`config.mk`:
```
export PLATFORM = sky130hd
export DESIGN_NAME = eeprom_wr_sequencer
export DESIGN_NICKNAME = d
export VERILOG_FILES = /design/src/rtl/spi_seq_pkg.sv /design/src/rtl/sck_half_timer.sv /design/src/rtl/spi_frame_engine.sv /design/src/rtl/eeprom_wr_sequencer.sv
export SDC_FILE = /design/constraint.sdc
export NUM_CORES = 1
export LEC_CHECK = 0
export ABC_AREA = 1
export CELL_PAD_IN_SITES_DETAIL_PLACEMENT = 2
export CELL_PAD_IN_SITES_GLOBAL_PLACEMENT = 2
export CORE_MARGIN = 2
export CORE_UTILIZATION = 35
export CTS_BUF_LIST = sky130_fd_sc_hd__clkbuf_4 sky130_fd_sc_hd__clkbuf_8
export DETAILED_ROUTE_END_ITERATION = 7
export GPL_TIMING_DRIVEN = 0
export PLACE_DENSITY_LB_ADDON = 0.1
export SYNTH_ARGS = -nofsm -noshare
export SYNTH_HDL_FRONTEND = slang
export SYNTH_HIERARCHICAL = 1
export SYNTH_SLANG_ARGS = --single-unit
```
`constraint.sdc`:
```
create_clock -name clk -period 1.8 [get_ports clk]
set_input_delay 0.36 -clock clk [delete_from_list [all_inputs] [get_ports clk]]
set_output_delay 0.36 -clock clk [all_outputs]
set_load 0.01 [all_outputs]
```
`src/rtl/spi_seq_pkg.sv`:
```
// Package: shared constants and state type for the EEPROM sequencer.
// Assumes a device with 16-bit addressing and standard instruction codes.
package spi_seq_pkg;
    localparam int ADDR_W  = 16;
    localparam int DATA_W  = 8;
    localparam int OPC_W   = 8;
    localparam int FRAME_W = OPC_W + ADDR_W + DATA_W;
    localparam int BIT_W   = $clog2(FRAME_W + 1);

    localparam logic [OPC_W-1:0] OPC_WR_ENABLE = 8'h06;
    localparam logic [OPC_W-1:0] OPC_WR_BYTE   = 8'h02;
    localparam logic [OPC_W-1:0] OPC_RD_BYTE   = 8'h03;
    localparam logic [OPC_W-1:0] OPC_RD_STATUS = 8'h05;

    typedef enum logic [2:0] {
        ST_IDLE,
        ST_WREN,
        ST_WRITE,
        ST_POLL,
        ST_READ,
        ST_GAP
    } seq_state_t;
endpackage

```
`src/rtl/sck_half_timer.sv`:
```
// Module: sck_half_timer
// Emits a one-cycle tick every HALF system clocks while run is high.
// Assumes HALF >= 1; the count restarts from zero whenever run is low.
module sck_half_timer #(
    parameter int HALF = 5
) (
    input  logic clk,
    input  logic rst_n,
    input  logic run,
    output logic tick
);
    localparam int CNT_W = $clog2(HALF + 1);

    logic [CNT_W-1:0] cnt_q;

    assign tick = run && (cnt_q == CNT_W'(HALF - 1));

    // Count system clocks within one serial clock phase.
    always_ff @(posedge clk) begin
        if (!rst_n || !run || tick) begin
            cnt_q <= '0;
        end else begin
            cnt_q <= cnt_q + 1'b1;
        end
    end
endmodule

```
`src/rtl/spi_frame_engine.sv`:
```
// Module: spi_frame_engine
// Shifts out up to FRAME_W bits MSB first in SPI mode 0 and captures the
// last DATA_W bits seen on miso at the rising edges. Chip select is owned
// by the caller; start is ignored while a frame is running.
module spi_frame_engine
    import spi_seq_pkg::*;
#(
    parameter int HALF = 5
) (
    input  logic               clk,
    input  logic               rst_n,
    input  logic               start,
    input  logic [FRAME_W-1:0] tx_frame,
    input  logic [BIT_W-1:0]   nbits,
    input  logic               miso,
    output logic               sck,
    output logic               mosi,
    output logic [DATA_W-1:0]  rx_byte,
    output logic               frame_done
);
    logic               active_q;
    logic               phase_hi_q;
    logic [FRAME_W-1:0] shreg_q;
    logic [BIT_W-1:0]   left_q;
    logic [DATA_W-1:0]  rx_q;
    logic               done_q;
    logic               tick;

    sck_half_timer #(.HALF(HALF)) i_timer (
        .clk   (clk),
        .rst_n (rst_n),
        .run   (active_q),
        .tick  (tick)
    );

    // Walk the bit phases: sample on the rise, shift on the fall.
    always_ff @(posedge clk) begin
        if (!rst_n) begin
            active_q   <= 1'b0;
            phase_hi_q <= 1'b0;
            shreg_q    <= '0;
            left_q     <= '0;
            rx_q       <= '0;
            done_q     <= 1'b0;
        end else begin
            done_q <= 1'b0;
            if (!active_q) begin
                if (start) begin
                    active_q   <= 1'b1;
                    phase_hi_q <= 1'b0;
                    shreg_q    <= tx_frame;
                    left_q     <= nbits;
                end
            end else if (tick) begin
                if (!phase_hi_q) begin
                    phase_hi_q <= 1'b1;
                    rx_q       <= {rx_q[DATA_W-2:0], miso};
                end else begin
                    phase_hi_q <= 1'b0;
                    shreg_q    <= {shreg_q[FRAME_W-2:0], 1'b0};
                    if (left_q == BIT_W'(1)) begin
                        active_q <= 1'b0;
                        done_q   <= 1'b1;
                    end else begin
                        left_q <= left_q - 1'b1;
                    end
                end
            end
        end
    end

    assign sck        = phase_hi_q;
    assign mosi       = shreg_q[FRAME_W-1];
    assign rx_byte    = rx_q;
    assign frame_done = done_q;
endmodule

```
`src/rtl/eeprom_wr_sequencer.sv`:
```
// Module: eeprom_wr_sequencer (top)
// Turns single-byte host requests into serial EEPROM frames. A write runs
// enable, write and bounded status polling; a read runs one frame. Assumes
// CS_GAP >= 1, MAX_POLLS >= 1 and SCK_MAX_HZ <= CLK_HZ / 2.
module eeprom_wr_sequencer
    import spi_seq_pkg::*;
#(
    parameter int CLK_HZ     = 100_000_000,
    parameter int SCK_MAX_HZ = 10_000_000,
    parameter int CS_GAP     = 4,
    parameter int MAX_POLLS  = 1000
) (
    input  logic        clk,
    input  logic        rst_n,
    input  logic        req,
    input  logic        we,
    input  logic [15:0] addr,
    input  logic [7:0]  wdata,
    output logic        busy,
    output logic        done,
    output logic [7:0]  rdata,
    output logic        timeout_err,
    output logic        spi_sck,
    output logic        spi_cs_n,
    output logic        spi_mosi,
    input  logic        spi_miso,
    output logic        spi_wp_n
);
    localparam int HALF   = (CLK_HZ + 2 * SCK_MAX_HZ - 1) / (2 * SCK_MAX_HZ);
    localparam int GAP_W  = $clog2(CS_GAP + 1);
    localparam int POLL_W = $clog2(MAX_POLLS + 1);

    seq_state_t         state_q;
    seq_state_t         next_q;
    seq_state_t         launch_kind;
    logic               op_we_q;
    logic [ADDR_W-1:0]  op_addr_q;
    logic [DATA_W-1:0]  op_data_q;
    logic [ADDR_W-1:0]  addr_sel;
    logic [DATA_W-1:0]  data_sel;
    logic [GAP_W-1:0]   gap_q;
    logic [POLL_W-1:0]  poll_q;
    logic               cs_n_q;
    logic               start_q;
    logic [FRAME_W-1:0] tx_q;
    logic [BIT_W-1:0]   bits_q;
    logic [FRAME_W-1:0] launch_tx;
    logic [BIT_W-1:0]   launch_bits;
    logic               done_q;
    logic [DATA_W-1:0]  rdata_q;
    logic               tmo_q;
    logic               tmo_pend_q;
    logic [DATA_W-1:0]  rx_byte;
    logic               frame_done;

    spi_frame_engine #(.HALF(HALF)) i_frame (
        .clk        (clk),
        .rst_n      (rst_n),
        .start      (start_q),
        .tx_frame   (tx_q),
        .nbits      (bits_q),
        .miso       (spi_miso),
        .sck        (spi_sck),
        .mosi       (spi_mosi),
        .rx_byte    (rx_byte),
        .frame_done (frame_done)
    );

    // Pick the next frame and build its bit image.
    always_comb begin
        launch_kind = (state_q == ST_IDLE) ? (we ? ST_WREN : ST_READ) : next_q;
        addr_sel    = (state_q == ST_IDLE) ? addr  : op_addr_q;
        data_sel    = (state_q == ST_IDLE) ? wdata : op_data_q;
        launch_tx   = '0;
        launch_bits = '0;
        case (launch_kind)
            ST_WREN: begin
                launch_tx   = {OPC_WR_ENABLE, {(FRAME_W-OPC_W){1'b0}}};
                launch_bits = BIT_W'(OPC_W);
            end
            ST_WRITE: begin
                launch_tx   = {OPC_WR_BYTE, addr_sel, data_sel};
                launch_bits = BIT_W'(FRAME_W);
            end
            ST_READ: begin
                launch_tx   = {OPC_RD_BYTE, addr_sel, {DATA_W{1'b0}}};
                launch_bits = BIT_W'(FRAME_W);
            end
            ST_POLL: begin
                launch_tx   = {OPC_RD_STATUS, {(FRAME_W-OPC_W){1'b0}}};
                launch_bits = BIT_W'(OPC_W + DATA_W);
            end
            default: begin
                launch_tx   = '0;
                launch_bits = '0;
            end
        endcase
    end

    // Request sequencing: frames, chip-select gaps, polling and completion.
    always_ff @(posedge clk) begin
        if (!rst_n) begin
            state_q    <= ST_IDLE;
            next_q     <= ST_IDLE;
            op_we_q    <= 1'b0;
            op_addr_q  <= '0;
            op_data_q  <= '0;
            gap_q      <= '0;
            poll_q     <= '0;
            cs_n_q     <= 1'b1;
            start_q    <= 1'b0;
            tx_q       <= '0;
            bits_q     <= '0;
            done_q     <= 1'b0;
            rdata_q    <= '0;
            tmo_q      <= 1'b0;
            tmo_pend_q <= 1'b0;
        end else begin
            start_q <= 1'b0;
            done_q  <= 1'b0;
            case (state_q)
                ST_IDLE: begin
                    if (req) begin
                        op_we_q    <= we;
                        op_addr_q  <= addr;
                        op_data_q  <= wdata;
                        tmo_q      <= 1'b0;
                        tmo_pend_q <= 1'b0;
                        poll_q     <= '0;
                        state_q    <= launch_kind;
                        cs_n_q     <= 1'b0;
                        start_q    <= 1'b1;
                        tx_q       <= launch_tx;
                        bits_q     <= launch_bits;
                    end
                end
                ST_WREN: begin
                    if (frame_done) begin
                        cs_n_q  <= 1'b1;
                        gap_q   <= '0;
                        next_q  <= ST_WRITE;
                        state_q <= ST_GAP;
                    end
                end
                ST_WRITE: begin
                    if (frame_done) begin
                        cs_n_q  <= 1'b1;
                        gap_q   <= '0;
                        poll_q  <= '0;
                        next_q  <= ST_POLL;
                        state_q <= ST_GAP;
                    end
                end
                ST_POLL: begin
                    if (frame_done) begin
                        cs_n_q  <= 1'b1;
                        gap_q   <= '0;
                        state_q <= ST_GAP;
                        if (!rx_byte[0]) begin
                            next_q <= ST_IDLE;
                        end else if (poll_q == POLL_W'(MAX_POLLS - 1)) begin
                            next_q     <= ST_IDLE;
                            tmo_pend_q <= 1'b1;
                        end else begin
                            poll_q <= poll_q + 1'b1;
                            next_q <= ST_POLL;
                        end
                    end
                end
                ST_READ: begin
                    if (frame_done) begin
                        cs_n_q  <= 1'b1;
                        gap_q   <= '0;
                        rdata_q <= rx_byte;
                        next_q  <= ST_IDLE;
                        state_q <= ST_GAP;
                    end
                end
                ST_GAP: begin
                    if (gap_q == GAP_W'(CS_GAP - 1)) begin
                        if (next_q == ST_IDLE) begin
                            state_q <= ST_IDLE;
                            done_q  <= 1'b1;
                            tmo_q   <= tmo_pend_q;
                        end else begin
                            state_q <= next_q;
                            cs_n_q  <= 1'b0;
                            start_q <= 1'b1;
                            tx_q    <= launch_tx;
                            bits_q  <= launch_bits;
                        end
                    end else begin
                        gap_q <= gap_q + 1'b1;
                    end
                end
                default: state_q <= ST_IDLE;
            endcase
        end
    end

    assign busy        = (state_q != ST_IDLE);
    assign done        = done_q;
    assign rdata       = rdata_q;
    assign timeout_err = tmo_q;
    assign spi_cs_n    = cs_n_q;
    assign spi_wp_n    = busy && op_we_q;
endmodule

```
# Word level (Yosys, flattened, before mapping)
# Cells that the tools add are included.
# totals
reg_bits	147
latch_bits	0
ram_bits	0
romBits	0
input_bits	29
output_inout_bits	15
wordCells	160
memories	0
# classes
add_sub_neg	4
mul	0
div_mod_pow	0
order_cmp	0
n_eq_ne	29
n_shift	0
mux	70
bitwise	1
reduce_logical	34
# op_table
operator	count
32-bit two-way mux	7
27-bit one-hot mux with 4 select lines	1
32-bit one-hot mux with 2 select lines	1
10-bit two-way mux	5
6-bit two-way mux	8
3-bit two-way mux	11
10-bit one-hot mux with 3 select lines	1
1-bit two-way mux	23
2-bit inequality test, second input constant	10
6-bit one-hot mux with 3 select lines	1
16-bit two-way mux	1
4-bit AND reduction	4
3-bit by 2-bit == test with 1-bit output, second input constant	5
3-bit AND reduction	5
5-bit AND reduction	3
3-bit == test, second input constant	4
2-bit by 1-bit inequality test with 1-bit output, second input constant	6
3-bit one-hot mux with 4 select lines	1
6-bit one-hot mux with 2 select lines	1
10-bit by 1-bit adder with 10-bit output, second input constant	1
10-bit == test, second input constant	1
3-bit one-hot mux with 3 select lines	1
3-bit nonzero test	3
8-bit two-way mux	1
other kinds (19)	33

# Depth between registers and ports, before layout
# logic_depth
word_depth	8
ltp_mapped	12
mapped_depth_nobuf	11

# Modules after synthesis
# Netlist, hierarchy kept.
# by_module_without_submodules
module	n_inst	cells_each	area_per_inst_um2	seq_area_each_um2
eeprom_wr_sequencer	1	559	3921.3	1721.7
spi_frame_engine	1	288	2159.6	980.9
sck_half_timer	1	22	153.9	60.1

# Worst setup path after synthesis
# No wires, ideal clock.
# synth_path
path_kind	register -> register
from	reg poll_q[0]
to	reg poll_q[5]
setup_time_ns	0.070
arrival_time_ns	1.375
slack_ns	0.355
stages_incl_launch_ff	11
path_buffers	1
period_less_slack_ns	1.445
cell_sequence	dfxtp_1 > ha_1 > nand2_2 > nor2_1 > nand3_1 > nand2_1 > nand2_1 > nand2_2 > buf_6 > nand2_1 > a21oi_1
# synth_between
elab_chain_cells	5
# synth_lines
element	line_no	text
start: declaration	eeprom_wr_sequencer.sv:42	logic [POLL_W-1:0] poll_q;
start signal: assignment	eeprom_wr_sequencer.sv:165	poll_q <= poll_q + 1'b1;
10-bit by 1-bit adder with 10-bit output	eeprom_wr_sequencer.sv:165	
10-bit two-way mux	eeprom_wr_sequencer.sv:161	end else if (poll_q == POLL_W'(MAX_POLLS - 1)) begin
10-bit two-way mux	eeprom_wr_sequencer.sv:159	if (!rx_byte[0]) begin
10-bit two-way mux	eeprom_wr_sequencer.sv:155	if (frame_done) begin
10-bit one-hot mux with 3 select lines	eeprom_wr_sequencer.sv:121	case (state_q)
# Parallel ways exist; a longest one is shown, timed or not. The select of a mux whose other input is x is not followed.
# A chain may end at the register's enable or synchronous reset.

# Final worst setup path
# layout_path
from	reg state_q[2]
to	out spi_wp_n
# layout_between
elab_chain_cells	2
# layout_lines
element	line_no	text
start: declaration	eeprom_wr_sequencer.sv:33	seq_state_t state_q;
start signal: assignment	eeprom_wr_sequencer.sv:130	state_q <= launch_kind;
start signal: assignment	eeprom_wr_sequencer.sv:186	state_q <= next_q;
3-bit nonzero test	eeprom_wr_sequencer.sv:201	assign busy = (state_q != ST_IDLE);
1-bit logical AND	eeprom_wr_sequencer.sv:206	assign spi_wp_n = busy && op_we_q;
end: declaration	eeprom_wr_sequencer.sv:27	output logic spi_wp_n
# Every way passes these cells.

==> flow_summary.toml <==
[power]
power_switching_share_pct = 40.0
totalPowerFinal_mw = 11.2
netSwitchingPower_mw = 4.48
cellInternalPower_mw = 6.72
share_comb_of_total_power_pct = 41.4
power.static_leakage_nw = 2.94
vdd_drop_max_uv = 780
power_density_nw_per_um2 = 1460
pwr-share-seq_pct = 34.3
power_share_of_the_clock_group_pct = 24.3

[setup_path]
worst-setup-path-type = "flip-flop to primary output"
critical_path_required_ns = 1.44
critical_path_peak_fanout = 2
r2r.worst_path.cells = 7
launching_point_of_the_worst_reg2reg_path = "state_q[1]$_SDFFE_PN0P_"
cp-startpoint = "state_q[2]$_SDFFE_PN0P_"
end_kind = "primary output"
critical_path.reg2reg.endpoint = "state_q[1]$_SDFFE_PN0P_"
r2r_setup_slack_ns = 0.04
timing.critical_path.arrival_ns = 1.42
timing.critical_path.from_type = "flip-flop"

[cts]
number_of_buffers_created_by_cts = 17
clock_sink_count = 138
ctsHoldBuffers = 0
root_buffer = "clkbuf_8"
worst_setup_hold_path_clk_slew_ns = 0.09
cts.path.max_buffers = 2
latest_clock_arrival_within_the_worst_skew_pair_ns = 0.46
htreeDepth = 4
cts_tree = "yes"

[grt]
grt_start_max_net_pins = 17
grt_overflow = 0
grt_usage_pct = 23.7
wire_length_of_the_first_global_routing_pass_mm = 34.6
antenna_found_initial = 0
first_global_vias = 6624

[timing]
max_freq_mhz = 563
period_share_pct = 98.7
report.final.slew_viol_count = 0
finalSetupViolations = 0
slew_headroom_pct = 63.7
worst_clock_skew_ns = 0.0128
final-hold-violation-count = 0
final.min_clock_period_ns = 1.78
layout_setup_ws_ns = 0.0235
worst_slew_pin_slew_ns = 0.545
rsz0062_at_grt = "true"

[yosys]
synth_commonest_cells = "242 x nand2_1, 138 x dfxtp_1, 81 x a21oi_1, 78 x nand3_1, 63 x nor2_1"
yosys_top_cell_area_share_pct = 44.3
syn_inst = 869
synth-warning-count = 6
synth.yosys.seq_area_share_pct = 44.3
ys_ff_latch = 138
mappedNetlistArea_sq_um = 6230
ys.flop_type = "dfxtp_1"
netlist-cell-type-count = 38
synth.area.top_cells = "dfxtp_1 44%, nand2_1 15%, a21oi_1 6.5%, nand3_1 6.3%, o21ai_0 3.9%"
synth_top_area_cell = "dfxtp_1"
synth-async-reset-ratio_pct = 0
synth_enable_flop_cells = 0
post_synth.cell_area_avg_sq_um = 7.17
yosysMostFrequentCell = "nand2_1"

[final_layout]
area_delta_synth_final_pct = 23.2
final_net_count = 985
drive_above_1_share_pct = 13.8
n_antenna_cell = 0
layout.filler_cells = 2009

[floorplanning]
floorplan.die_area_sq_um = 18900
die_width_um = 137
top_level_ports = 44
fp.dieH_um = 137
placeableCoreArea_sq_um = 17400
num_rows = 48
initial_utilization_pct = 35.9

[detailed_routing]
detail_route.first_pass.iterations = 4
routedWlPerCell_um = 18.3
antenna_violating_nets_post_route = 0
route.detailed.vias_per_inst = 5.21
drt_first_iter_violations = 210
vias = 6185
drc = 0
finalWirelength_mm = 21.7

[placement]
io_buffer_count = 43
gp_congestion = 0.808
dp_slack_ns = -0.615
place.detailed.hpwl_mm = 15.3

[worst_hold_path]
hold_end = "i_frame/i_timer/cnt_q[0]$_SDFF_PP0_"
hold_path_class = "flip-flop to flip-flop"
min_delay_path_depth = 1
hold_path_startpoint = "i_frame/i_timer/cnt_q[0]$_SDFF_PP0_"

[run]
drv.max_cap_violation_count = 0

[run_status]
status = "completed"
-- state kept, by name, indices dropped and copies added (netlist names), 3 cells and up --
name                   cells
gap_q                      3
i_frame/i_timer/cnt_q      3
bits_q                     3
poll_q                    10
op_addr_q                 16
rdata                      8
i_frame/left_q             6
i_frame/shreg_q           32
i_frame/rx_byte            8
op_data_q                  8
state_q                    3
tx_q                      27
-- cell type report --
class	instances	area (sq um)	share of cell area, %
tap	225	282	3.67
buffer	48	345	4.50
clock buffer	23	317	4.12
inverter	52	215	2.80
clock inverter	9	111	1.45
sequential	138	2780	36.2
multi-input combinational	635	3070	40.0
timing repair buffer	57	562	7.32
-- how the worst max path moves through the flow --
stage                           endpoint  slack [ns]  cells after the start
2_1_floorplan     poll_q[5]$_SDFFE_PN0P_        0.35                     10
3_3_place_gp      bits_q[5]$_SDFFE_PN0P_       -0.53                      5
3_5_place_dp   op_addr_q[0]$_SDFFE_PN0P_       -0.62                      5
4_1_cts                         spi_wp_n       -0.05                      7
5_1_grt                         spi_wp_n       -0.05                      7
6_report                        spi_wp_n        0.02                      7
-- stage by stage --
stage	cells	utilization (%)	cell area (sq um)	setup TNS [ns]	hold slack, ns
after floorplan	876	-	6260	0	0.417
after global placement	1144	40.2	6970	-37.87	0.424
after detailed placement	1144	40.2	6970	-45.32	0.453
after CTS	1182	43.2	7500	-0.0481	0.464
after global routing	1187	44.2	7680	-0.197	0.447
final	1187	44.2	7680	0	0.421
-- worst max-delay path: stages (launching register included) --
cell and delay, ns:
dfxtp_4 0.36, inv_4 0.06, nand2_4 0.06, nor2_4 0.12, buf_8 0.12, buf_8 0.09
nor2_4 0.03, buf_6 0.11
-- timing repair --
| item | in CTS | in global routing |
|---|---|---|
| buffers inserted | 9 | 4 |
| pin swaps | 1 | 8 |
| cloned | 0 | 1 |
| setup endpoints to repair | 57 | 89 |
| gates resized for setup | 31 | 47 |
-- power by group through the flow --
stage	combinational [mW]	sequential, mW	clock (mW)
after floorplan	2.67	3.81	0
after global placement	3.68	3.86	0
after detailed placement	3.91	3.89	0
after CTS	4.28	3.83	2.79
after global routing	5.12	3.90	2.91
final	4.63	3.85	2.72
-- per-layer routing --
layer | global-route usage (%) | vias up | wire, um
met1 | 29.8 | 3071 | 10200
met5 | 0 | - | 0
met4 | 5.33 | 0 | 182
li1 | - | 3030 | -
met3 | 4.19 | 16 | 486
met2 | 42.2 | 68 | 10900
-- layout by cell type, fill, tap and decap left out, types with 3 or more instances in the layout --
| cell type | n |
|---|---|
| nand2_1 | 239 |
| dfxtp_1 | 131 |
| a21oi_1 | 79 |
| nand3_1 | 77 |
| nor2_1 | 59 |
| o21ai_0 | 47 |
| clkdlybuf4s50_1 | 40 |
| inv_1 | 39 |
| a31oi_1 | 32 |
| o21ai_1 | 29 |
| clkbuf_8 | 23 |
| buf_4 | 16 |
| clkbuf_1 | 13 |
| buf_6 | 10 |
| clkbuf_2 | 9 |
| nand2_2 | 8 |
| conb_1 | 8 |
| inv_2 | 7 |
| ha_1 | 7 |
| o21a_1 | 6 |
| nand2_4 | 5 |
| nor2_2 | 5 |
| nor3_1 | 5 |
| clkbuf_4 | 5 |
| buf_2 | 5 |
| dfxtp_2 | 5 |
| buf_8 | 4 |
| o21bai_1 | 4 |
| inv_4 | 3 |
| nor2_4 | 3 |
| nand3_2 | 3 |
| nand4_1 | 3 |
| clkinv_4 | 3 |
-- cells by family after synthesis --
kind of cell | synth area share [%]
other | 0.0601
buffers and inverters | 7.89
DFF | 44.3
muxes | 0.161
and+or+nand+nor | 28.2
AOI/OAI and AO/OA | 17.7
xor gates and xnor gates | 0.281
adders and majority gates | 1.40
No activity file was read; power rests on OpenSTA's default activity.
